==> config.mk <==
export PLATFORM = sky130hd
export DESIGN_NAME = lspwm7_gate_gen
export DESIGN_NICKNAME = d
export VERILOG_FILES = /design/src/rtl/lspwm_pkg.sv /design/src/rtl/lspwm_carrier.sv /design/src/rtl/lspwm_level_cmp.sv /design/src/rtl/lspwm_dead_leg.sv /design/src/rtl/lspwm7_gate_gen.sv
export SDC_FILE = /design/constraint.sdc
export NUM_CORES = 1
export LEC_CHECK = 0
export ABC_AREA = 1
export BUFFER_PORTS_ARGS = -buffer_cell sky130_fd_sc_hd__buf_2
export CAP_MARGIN = 20
export CORE_MARGIN = 4
export CORE_UTILIZATION = 50
export CTS_CLUSTER_SIZE = 16
export DETAILED_ROUTE_END_ITERATION = 10
export PLACE_DENSITY = 0.67
export REMOVE_ABC_BUFFERS = 1
export SKIP_CTS_REPAIR_TIMING = 1
export SYNTH_ARGS = -nofsm -noshare
export SYNTH_HDL_FRONTEND = slang
export SYNTH_SLANG_ARGS = --single-unit
==> constraint.sdc <==
create_clock -name clk -period 6.7 [get_ports clk]
set_clock_uncertainty 0.1 [all_clocks]
set_input_delay 0.335 -clock clk [delete_from_list [all_inputs] [get_ports clk]]
set_output_delay 0.335 -clock clk [all_outputs]
set_load 0.005 [all_outputs]
==> src/rtl/lspwm_pkg.sv <==
package lspwm_pkg;

  localparam int NUM_BANDS = 3;

  typedef enum logic [1:0] {
    LEG_OFF = 2'b00,
    LEG_LO  = 2'b01,
    LEG_HI  = 2'b10
  } leg_drive_t;

  // Level code to one-hot segment enable; code 0 enables nothing.
  function automatic logic [NUM_BANDS-1:0] seg_onehot(input logic [1:0] lvl);
    logic [NUM_BANDS-1:0] v;
    v = '0;
    if (lvl != 2'd0) v[lvl - 2'd1] = 1'b1;
    return v;
  endfunction

endpackage

==> src/rtl/lspwm_carrier.sv <==
module lspwm_carrier #(
  parameter int PERIOD = 10000
) (
  input  logic                           clk,
  input  logic                           rst,
  output logic [$clog2(PERIOD/2+1)-1:0]  tri_ph,
  output logic                           armed
);
  localparam int HALF  = PERIOD / 2;
  localparam int CNT_W = $clog2(PERIOD);
  localparam int T_W   = $clog2(HALF + 1);

  logic [CNT_W-1:0] cnt;

  always_ff @(posedge clk) begin
    if (rst) begin
      cnt   <= '0;
      armed <= 1'b0;
    end else begin
      if (cnt == CNT_W'(PERIOD - 1)) begin
        cnt   <= '0;
        armed <= 1'b1;
      end else begin
        cnt <= cnt + 1'b1;
      end
    end
  end

  // Symmetric triangle: rises 0..HALF, then falls back toward 1.
  always_comb begin
    if (cnt <= CNT_W'(HALF)) tri_ph = T_W'(cnt);
    else                     tri_ph = T_W'(CNT_W'(PERIOD) - cnt);
  end

endmodule

==> src/rtl/lspwm_level_cmp.sv <==
module lspwm_level_cmp import lspwm_pkg::*; #(
  parameter int REF_W  = 16,
  parameter int PERIOD = 10000
) (
  input  logic                           clk,
  input  logic                           rst,
  input  logic [REF_W-1:0]               ref_sample,
  input  logic [$clog2(PERIOD/2+1)-1:0]  tri_ph,
  output logic [1:0]                     level,
  output logic                           neg
);
  localparam int HALF  = PERIOD / 2;
  localparam int CMP_W = REF_W + $clog2(3 * HALF + 1) + 2;

  logic [REF_W-1:0]     mag;
  logic [CMP_W-1:0]     lhs;
  logic [NUM_BANDS-1:0] above;

  // Fold to magnitude; the most negative code maps to 2^(REF_W-1).
  always_comb begin
    if (ref_sample[REF_W-1]) mag = REF_W'(~ref_sample + 1'b1);
    else                     mag = ref_sample;
    lhs = CMP_W'(mag) * CMP_W'(3 * HALF);
  end

  for (genvar k = 0; k < NUM_BANDS; k++) begin : g_band
    logic [CMP_W-1:0] rhs;
    always_comb begin
      rhs      = (CMP_W'(k * HALF) + CMP_W'(tri_ph)) << (REF_W - 1);
      above[k] = (lhs > rhs);
    end
  end

  always_ff @(posedge clk) begin
    if (rst) begin
      level <= 2'd0;
      neg   <= 1'b0;
    end else begin
      level <= {1'b0, above[0]} + {1'b0, above[1]} + {1'b0, above[2]};
      neg   <= ref_sample[REF_W-1];
    end
  end

endmodule

==> src/rtl/lspwm_dead_leg.sv <==
module lspwm_dead_leg import lspwm_pkg::*; #(
  parameter int DEAD = 200
) (
  input  logic       clk,
  input  logic       rst,
  input  leg_drive_t want,
  output logic       hi,
  output logic       lo
);
  localparam int TW = $clog2(DEAD + 1);

  leg_drive_t    held;
  logic [TW-1:0] timer;

  always_ff @(posedge clk) begin
    if (rst) begin
      held  <= LEG_OFF;
      timer <= '0;
      hi    <= 1'b0;
      lo    <= 1'b0;
    end else if (want != held) begin
      held  <= want;
      timer <= TW'(DEAD - 1);
      hi    <= 1'b0;
      lo    <= 1'b0;
    end else if (timer != '0) begin
      timer <= timer - 1'b1;
    end else begin
      hi <= (held == LEG_HI);
      lo <= (held == LEG_LO);
    end
  end

endmodule

==> src/rtl/lspwm7_gate_gen.sv <==
module lspwm7_gate_gen import lspwm_pkg::*; #(
  parameter int REF_W  = 16,
  parameter int PERIOD = 10000,
  parameter int DEAD   = 200
) (
  input  logic             clk,
  input  logic             rst,
  input  logic [REF_W-1:0] ref_sample,
  output logic [2:0]       seg_gate,
  output logic [3:0]       bridge_gate
);
  localparam int T_W = $clog2(PERIOD / 2 + 1);

  logic [T_W-1:0] tri_ph;
  logic           armed;
  logic [1:0]     level_q;
  logic           neg_q;
  leg_drive_t     want [2];
  logic [1:0]     leg_hi, leg_lo;

  lspwm_carrier #(.PERIOD(PERIOD)) u_carrier (
    .clk(clk), .rst(rst), .tri_ph(tri_ph), .armed(armed)
  );

  lspwm_level_cmp #(.REF_W(REF_W), .PERIOD(PERIOD)) u_cmp (
    .clk(clk), .rst(rst), .ref_sample(ref_sample), .tri_ph(tri_ph),
    .level(level_q), .neg(neg_q)
  );

  always_ff @(posedge clk) begin
    if (rst) seg_gate <= '0;
    else     seg_gate <= armed ? seg_onehot(level_q) : '0;
  end

  // Leg A carries the positive diagonal high side, leg B the negative one.
  always_comb begin
    if (!armed) begin
      want[0] = LEG_OFF;
      want[1] = LEG_OFF;
    end else if (level_q == 2'd0) begin
      want[0] = LEG_LO;
      want[1] = LEG_LO;
    end else begin
      want[0] = neg_q ? LEG_LO : LEG_HI;
      want[1] = neg_q ? LEG_HI : LEG_LO;
    end
  end

  for (genvar g = 0; g < 2; g++) begin : g_leg
    lspwm_dead_leg #(.DEAD(DEAD)) u_leg (
      .clk(clk), .rst(rst), .want(want[g]), .hi(leg_hi[g]), .lo(leg_lo[g])
    );
  end

  assign bridge_gate = {leg_lo[1], leg_hi[1], leg_lo[0], leg_hi[0]};

endmodule

==> results.cfg, run 1 <==
[logic_synthesis]
synth_edf_count = 0
ys_top_cells_by_count = inv_1 (192), nand2_1 (185), ha_1 (116)
synth_area_per_cell_um2 = 7.230
synth-main-ff-cell = dfxtp_1
async_flop_share = 0
ys_seq_area_frac = 0.1217
yosysMostFrequentCell = inv_1
ys_seq_elements = 45
syn_area_um2 = 7403
syn_inst = 1024
ys_types = 41
yosys_warnings = 0
synth_top_cell_area_share = 0.1960
synthTopCellsByArea = ha_1 (20%), fa_1 (15%), dfxtp_1 (12%)
synth_top_area_cell = ha_1

[clock_network]
cts.htree.levels = 2
clock_latency_ns = 0.29
clockBufferDepth = 2
cts_tree = built
cts_made_buffers = 5
cts.clk_slew.worst_paths_ns = 0.06
cts_root_buffer = clkbuf_16
clkSinkCount = 45

[floorplan]
initial_core_util = 0.5094
fp.coreArea_um2 = 14530
die_h_um = 129.7
die_x_um = 129.7
die_area_um2 = 16820
row_count = 44
io_pins = 25

[finish]
fill_cells = 1263
final_nets = 1401
drive_gt1_frac = 0.2558
instances_no_fill = 1396
diodes = 0
areaGrowthSynthToFinish_pct = 29.37

[global_routing]
grt_pass1_wl_um = 31060
antenna_found_initial = 0
grt_overflow = 0
grt_pass1_vias = 6763
grt_util_all_layers = 0.2228
grt_max_degree = 17

[route]
wl_met1_um = 9120
detail-route-antenna-nets = 0
wl_um = 18690
vias = 7116
drc = 0
vias_per_cell = 5.097
wl_met3_um = 661
wl_met2_um = 8649
firstDrtPassIters = 5
drt-initial-drc-count = 447
dr.max_layer_used = met4
wl_per_cell_um = 13.39

[run]
cap_violations = 0

[critical_path]
critPathKind = input port to flip-flop
crit_path_end_kind = flip-flop
crit_top_cell = fa_1
slowest_stage = fa_1
crit_arrival_ns = 7.21
crit_path_max_incr_delay_ns = 0.58
worst_setup_path_start_kind = input port
cp_max_fo = 5
cp_data_required_time_ns = 6.83

[sta]
relSlewSlack = 0.5934
setup_violations = 2
layout_setup_ws_ns = -0.3805
fin_crit_ns = 7.081
fmax_ghz = 0.1412
period_share = 1.057
rsz0062_at_grt = yes
tightestPinTransition_ns = 0.6043
drv_slew = 0
finalHoldViolations = 0

[place]
hpwl_um = 15240
dp.cells = 1372
gp_congestion = 0.9443
portBuffers = 24

[min_path]
hold_class = input port to flip-flop

[outcome]
violations = setup timing
status = finished with violations
worst max-delay path: cells and delay by family:
family | cells | cell delay [ns]
adders and majority gates | 9 | 3.63
and+or+nand+nor | 11 | 1.07
AOI/OAI and AO/OA | 6 | 0.92
buffers and inverters | 9 | 0.81
xor gates and xnor gates | 2 | 0.45
layout make-up:
| cell class | instances | area, µm² | area share |
|---|---|---|---|
| Timing Repair Buffer | 191 | 1413 | 0.1475 |
| Clock buffer | 6 | 128.9 | 0.01346 |
| Sequential cell | 45 | 900.9 | 0.09406 |
| Multi-Input combinational cell | 772 | 6118 | 0.6388 |
| Inverter | 196 | 748.2 | 0.07812 |
| Tap cell | 184 | 230.2 | 0.02404 |
| Clock inverter | 2 | 38.79 | 0.004050 |
layer usage:
metal	track usage	vias to the layer above
li1	-	3642
met1	0.3307	3326
met2	0.3597	128
met3	0.02102	20
met4	0.03423	0
met5	0	-
flip-flops by register name, indices dropped and copies added, names as in the netlist:
signal,cells
g_leg.u_leg.held,4
g_leg.u_leg.hi,2
g_leg.u_leg.lo,2
g_leg.u_leg.timer,16
seg_gate,3
u_carrier.armed,1
u_carrier.cnt,14
u_cmp.level,2
u_cmp.neg,1
cell usage in the layout (no fill, tap or decap), types with 6 or more instances in the layout:
cell     synthesis  layout
inv_1          192     179
nand2_1        185     174
buf_4            4     165
ha_1           116     106
nor2_1          93      88
a21oi_1         73      64
fa_1            56      56
dfxtp_1         45      45
xor2_1          45      40
nand3_1         42      39
o21ai_0         36      29
buf_2            0      21
nand2_2          9      19
nor3_1          20      16
inv_2            4      14
xnor2_1         18      14
nand4_1         13      13
xor2_2           3       8
a21oi_2          0       8
ha_4             0       8
nor2_2           6       7
nor2_4           3       7
nand3_2          3       6
a31oi_1          8       6
worst paths after layout:
| path | from | slack [ns] | endpoint | depth (start not counted) |
|---|---|---|---|---|
| worst max register to register | u_carrier.cnt[0] | 1.95 | u_cmp.level[0] | 29 |
| worst min-delay path | rst | 0.32 | u_cmp.neg | 2 |
| worst min register to register | u_cmp.neg | 0.36 | g_leg[0].u_leg.held[1] | 1 |
| worst max-delay path | ref_sample[0] | -0.38 | u_cmp.level[0] | 37 |
cells by family (layout without fill, tap and decap cells):
logic type	after synthesis	after routing	synth area share
and+or+nand+nor	399	399	0.2413
AOI/OAI and AO/OA	135	135	0.09938
buffers and inverters	207	395	0.1090
xor gates and xnor gates	66	66	0.08112
adders and majority gates	172	172	0.3475
DFF	45	45	0.1217
metrics by stage:
step                  util  hold WS (ns)  instance area (µm²)  TNS [ns]  setup slack [ns]
global placement    0.6070        0.3521                 8822    -1.968            -1.020
CTS                 0.6185        0.3099                 8990    -1.431           -0.7560
detailed placement  0.6070        0.3574                 8822    -1.920           -0.9979
global route        0.6590        0.3148                 9578    -1.372           -0.7191
floorplan                -        0.3041                 7332   -0.5522           -0.3203
finish              0.6590        0.3177                 9578   -0.6853           -0.3805
Power of run 1 is not shown: default switching activity piles up to over one toggle a cycle in this logic, so the estimate is an artifact.
==> inputs of run 2 (changes only) <==
- SKIP_CTS_REPAIR_TIMING: 1 -> not set
==> run 2 against run 1 <==
  * The flow still finishes with violations (setup timing)
  * Global-route usage up 0.74 points
  * Wire length up 3.3%
  * Register-to-register slack worse by 0.07 ns
  * Die area unchanged
  * Flip-flop and latch count unchanged
  * Clock-buffer cell count unchanged
  * Sequential share of layout area down 0.15 points
  * Design area up 1.6%
  * Cell count up 0.43%
  * Core utilization up 1.0 points
  * Maximum frequency up 0.63%
==> results.cfg, run 2 (synthesized netlist as in run 1, its figures left out) <==
[place]
gp_congestion = 0.9443
portBuffers = 24
hpwl_um = 15240

[finish]
drive_gt1_frac = 0.2677
largest_reg_flops = 16
multi_input_area_um2 = 6223
fill_cells = 1242
final_nets = 1407
diodes = 0
areaGrowthSynthToFinish_pct = 31.40
regArea_um2 = 900.9
final_cell_mix = inv_1 (179), nand2_1 (175), buf_4 (171), ha_1 (102), nor2_1 (87)
regMostFlops = g_leg.u_leg.timer
reg.largest.list = g_leg.u_leg.timer: 16 flops, u_carrier.cnt: 14 flops, g_leg.u_leg.held: 4 flops
final_util = 0.6693
layout_commonest_cell = inv_1

[clock_network]
clkSinkCount = 45
cts_root_buffer = clkbuf_16
cts.clk_slew.worst_paths_ns = 0.06
cts_tree = built
clockBufferDepth = 2
cts.htree.levels = 2
cts_made_buffers = 5
cts_hold_buf = 0
clock_latency_ns = 0.29

[floorplan]
die_h_um = 129.7
fp.coreArea_um2 = 14530
initial_core_util = 0.5094
die_x_um = 129.7
row_count = 44
die_area_um2 = 16820
io_pins = 25

[min_path]
holdPathStages = 2
hold_class = input port to flip-flop

[critical_path]
cp_data_required_time_ns = 6.83
reg2reg_depth = 26
cp_max_fo = 4
slowest_stage = fa_1
crit_arrival_ns = 7.16
worst_setup_path_start_kind = input port
crit_path_end_kind = flip-flop
crit_path_max_incr_delay_ns = 0.57
critPathKind = input port to flip-flop

[route]
wl_per_cell_um = 13.77
wl_um = 19310
firstDrtPassIters = 5
detail-route-antenna-nets = 0
vias_per_cell = 5.134
drc = 0
vias = 7198
drt-initial-drc-count = 513

[global_routing]
grt_util_all_layers = 0.2302
grt_pass1_wl_um = 32000
antenna_found_initial = 0
gr-usage-met3 = 0.02473
globalRoute.busiestLayer = met2
grt_pass1_vias = 6978
grt_use_met1 = 0.3339
grt_max_degree = 17
met2_usage = 0.3764
grt_overflow = 0

[sta]
finalHoldViolations = 0
drv_slew = 0
fmax_ghz = 0.1421
tightestPinTransition_ns = 0.6399
setup_violations = 2
layout_setup_ws_ns = -0.3360
relSlewSlack = 0.5695
fin_crit_ns = 7.036
rsz0062_at_grt = yes
period_share = 1.050

[outcome]
status = finished with violations
violations = setup timing

[run]
cap_violations = 0
-- run 2: changes by cell type in the layout (fill, tap and decap cells not counted), sizes merged --
cell and change:
buf +6
-- run 2: path summary, 6_finish.rpt --
kind | start | slack [ns] | endpoint
setup reg to reg | u_carrier.cnt[0] | 1.88 | u_cmp.level[0]
hold reg to reg | u_cmp.neg | 0.36 | g_leg[0].u_leg.held[1]
hold / removal | rst | 0.31 | u_cmp.neg
setup / recovery | ref_sample[15] | -0.34 | u_cmp.level[0]
-- run 2: final cells by class --
class,count,area share
inverters,196,0.07691
flip-flops and latches,45,0.09260
clock inverters,2,0.003987
repair buffers,197,0.1498
multi-input cells,772,0.6397
well taps,184,0.02367
clock buffers,6,0.01325
-- run 2: stage by stage --
stage	instances	setup WS, ns	cell area, µm²	setup TNS, ns	hold WS [ns]
floorplan	1013	-0.3203	7332	-0.5522	0.3041
global placement	1372	-1.020	8822	-1.968	0.3521
detailed placement	1372	-0.9979	8822	-1.920	0.3574
CTS	1394	-0.2917	9326	-0.5019	0.3099
global route	1402	-0.6806	9728	-1.232	0.3158
finish	1402	-0.3360	9728	-0.5347	0.3143
-- run 2: per-layer routing --
metal / up-vias / share of wire
met5: - / 0
met4: 0 / 0.019
met3: 31 / 0.047
met2: 163 / 0.46
met1: 3346 / 0.47
li1: 3658 / -
-- run 2: repair_timing --
| item | 4_1_cts | 5_1_grt |
|---|---|---|
| setup endpoints to repair | 2 | 2 |
| resized for setup | 42 | 80 |
| pin swaps | 41 | 45 |
| buffers inserted | 14 | 10 |
-- run 2: worst max-delay path, delay by kind of cell --
| kind | cells | cell delay (ns) |
|---|---|---|
| buf+inv | 9 | 0.83 |
| simple gates | 11 | 1.10 |
| compound gates | 6 | 1.04 |
| xor+xnor | 2 | 0.45 |
| fa+ha+maj | 8 | 3.40 |
Power of run 2 is left out for the same reason.
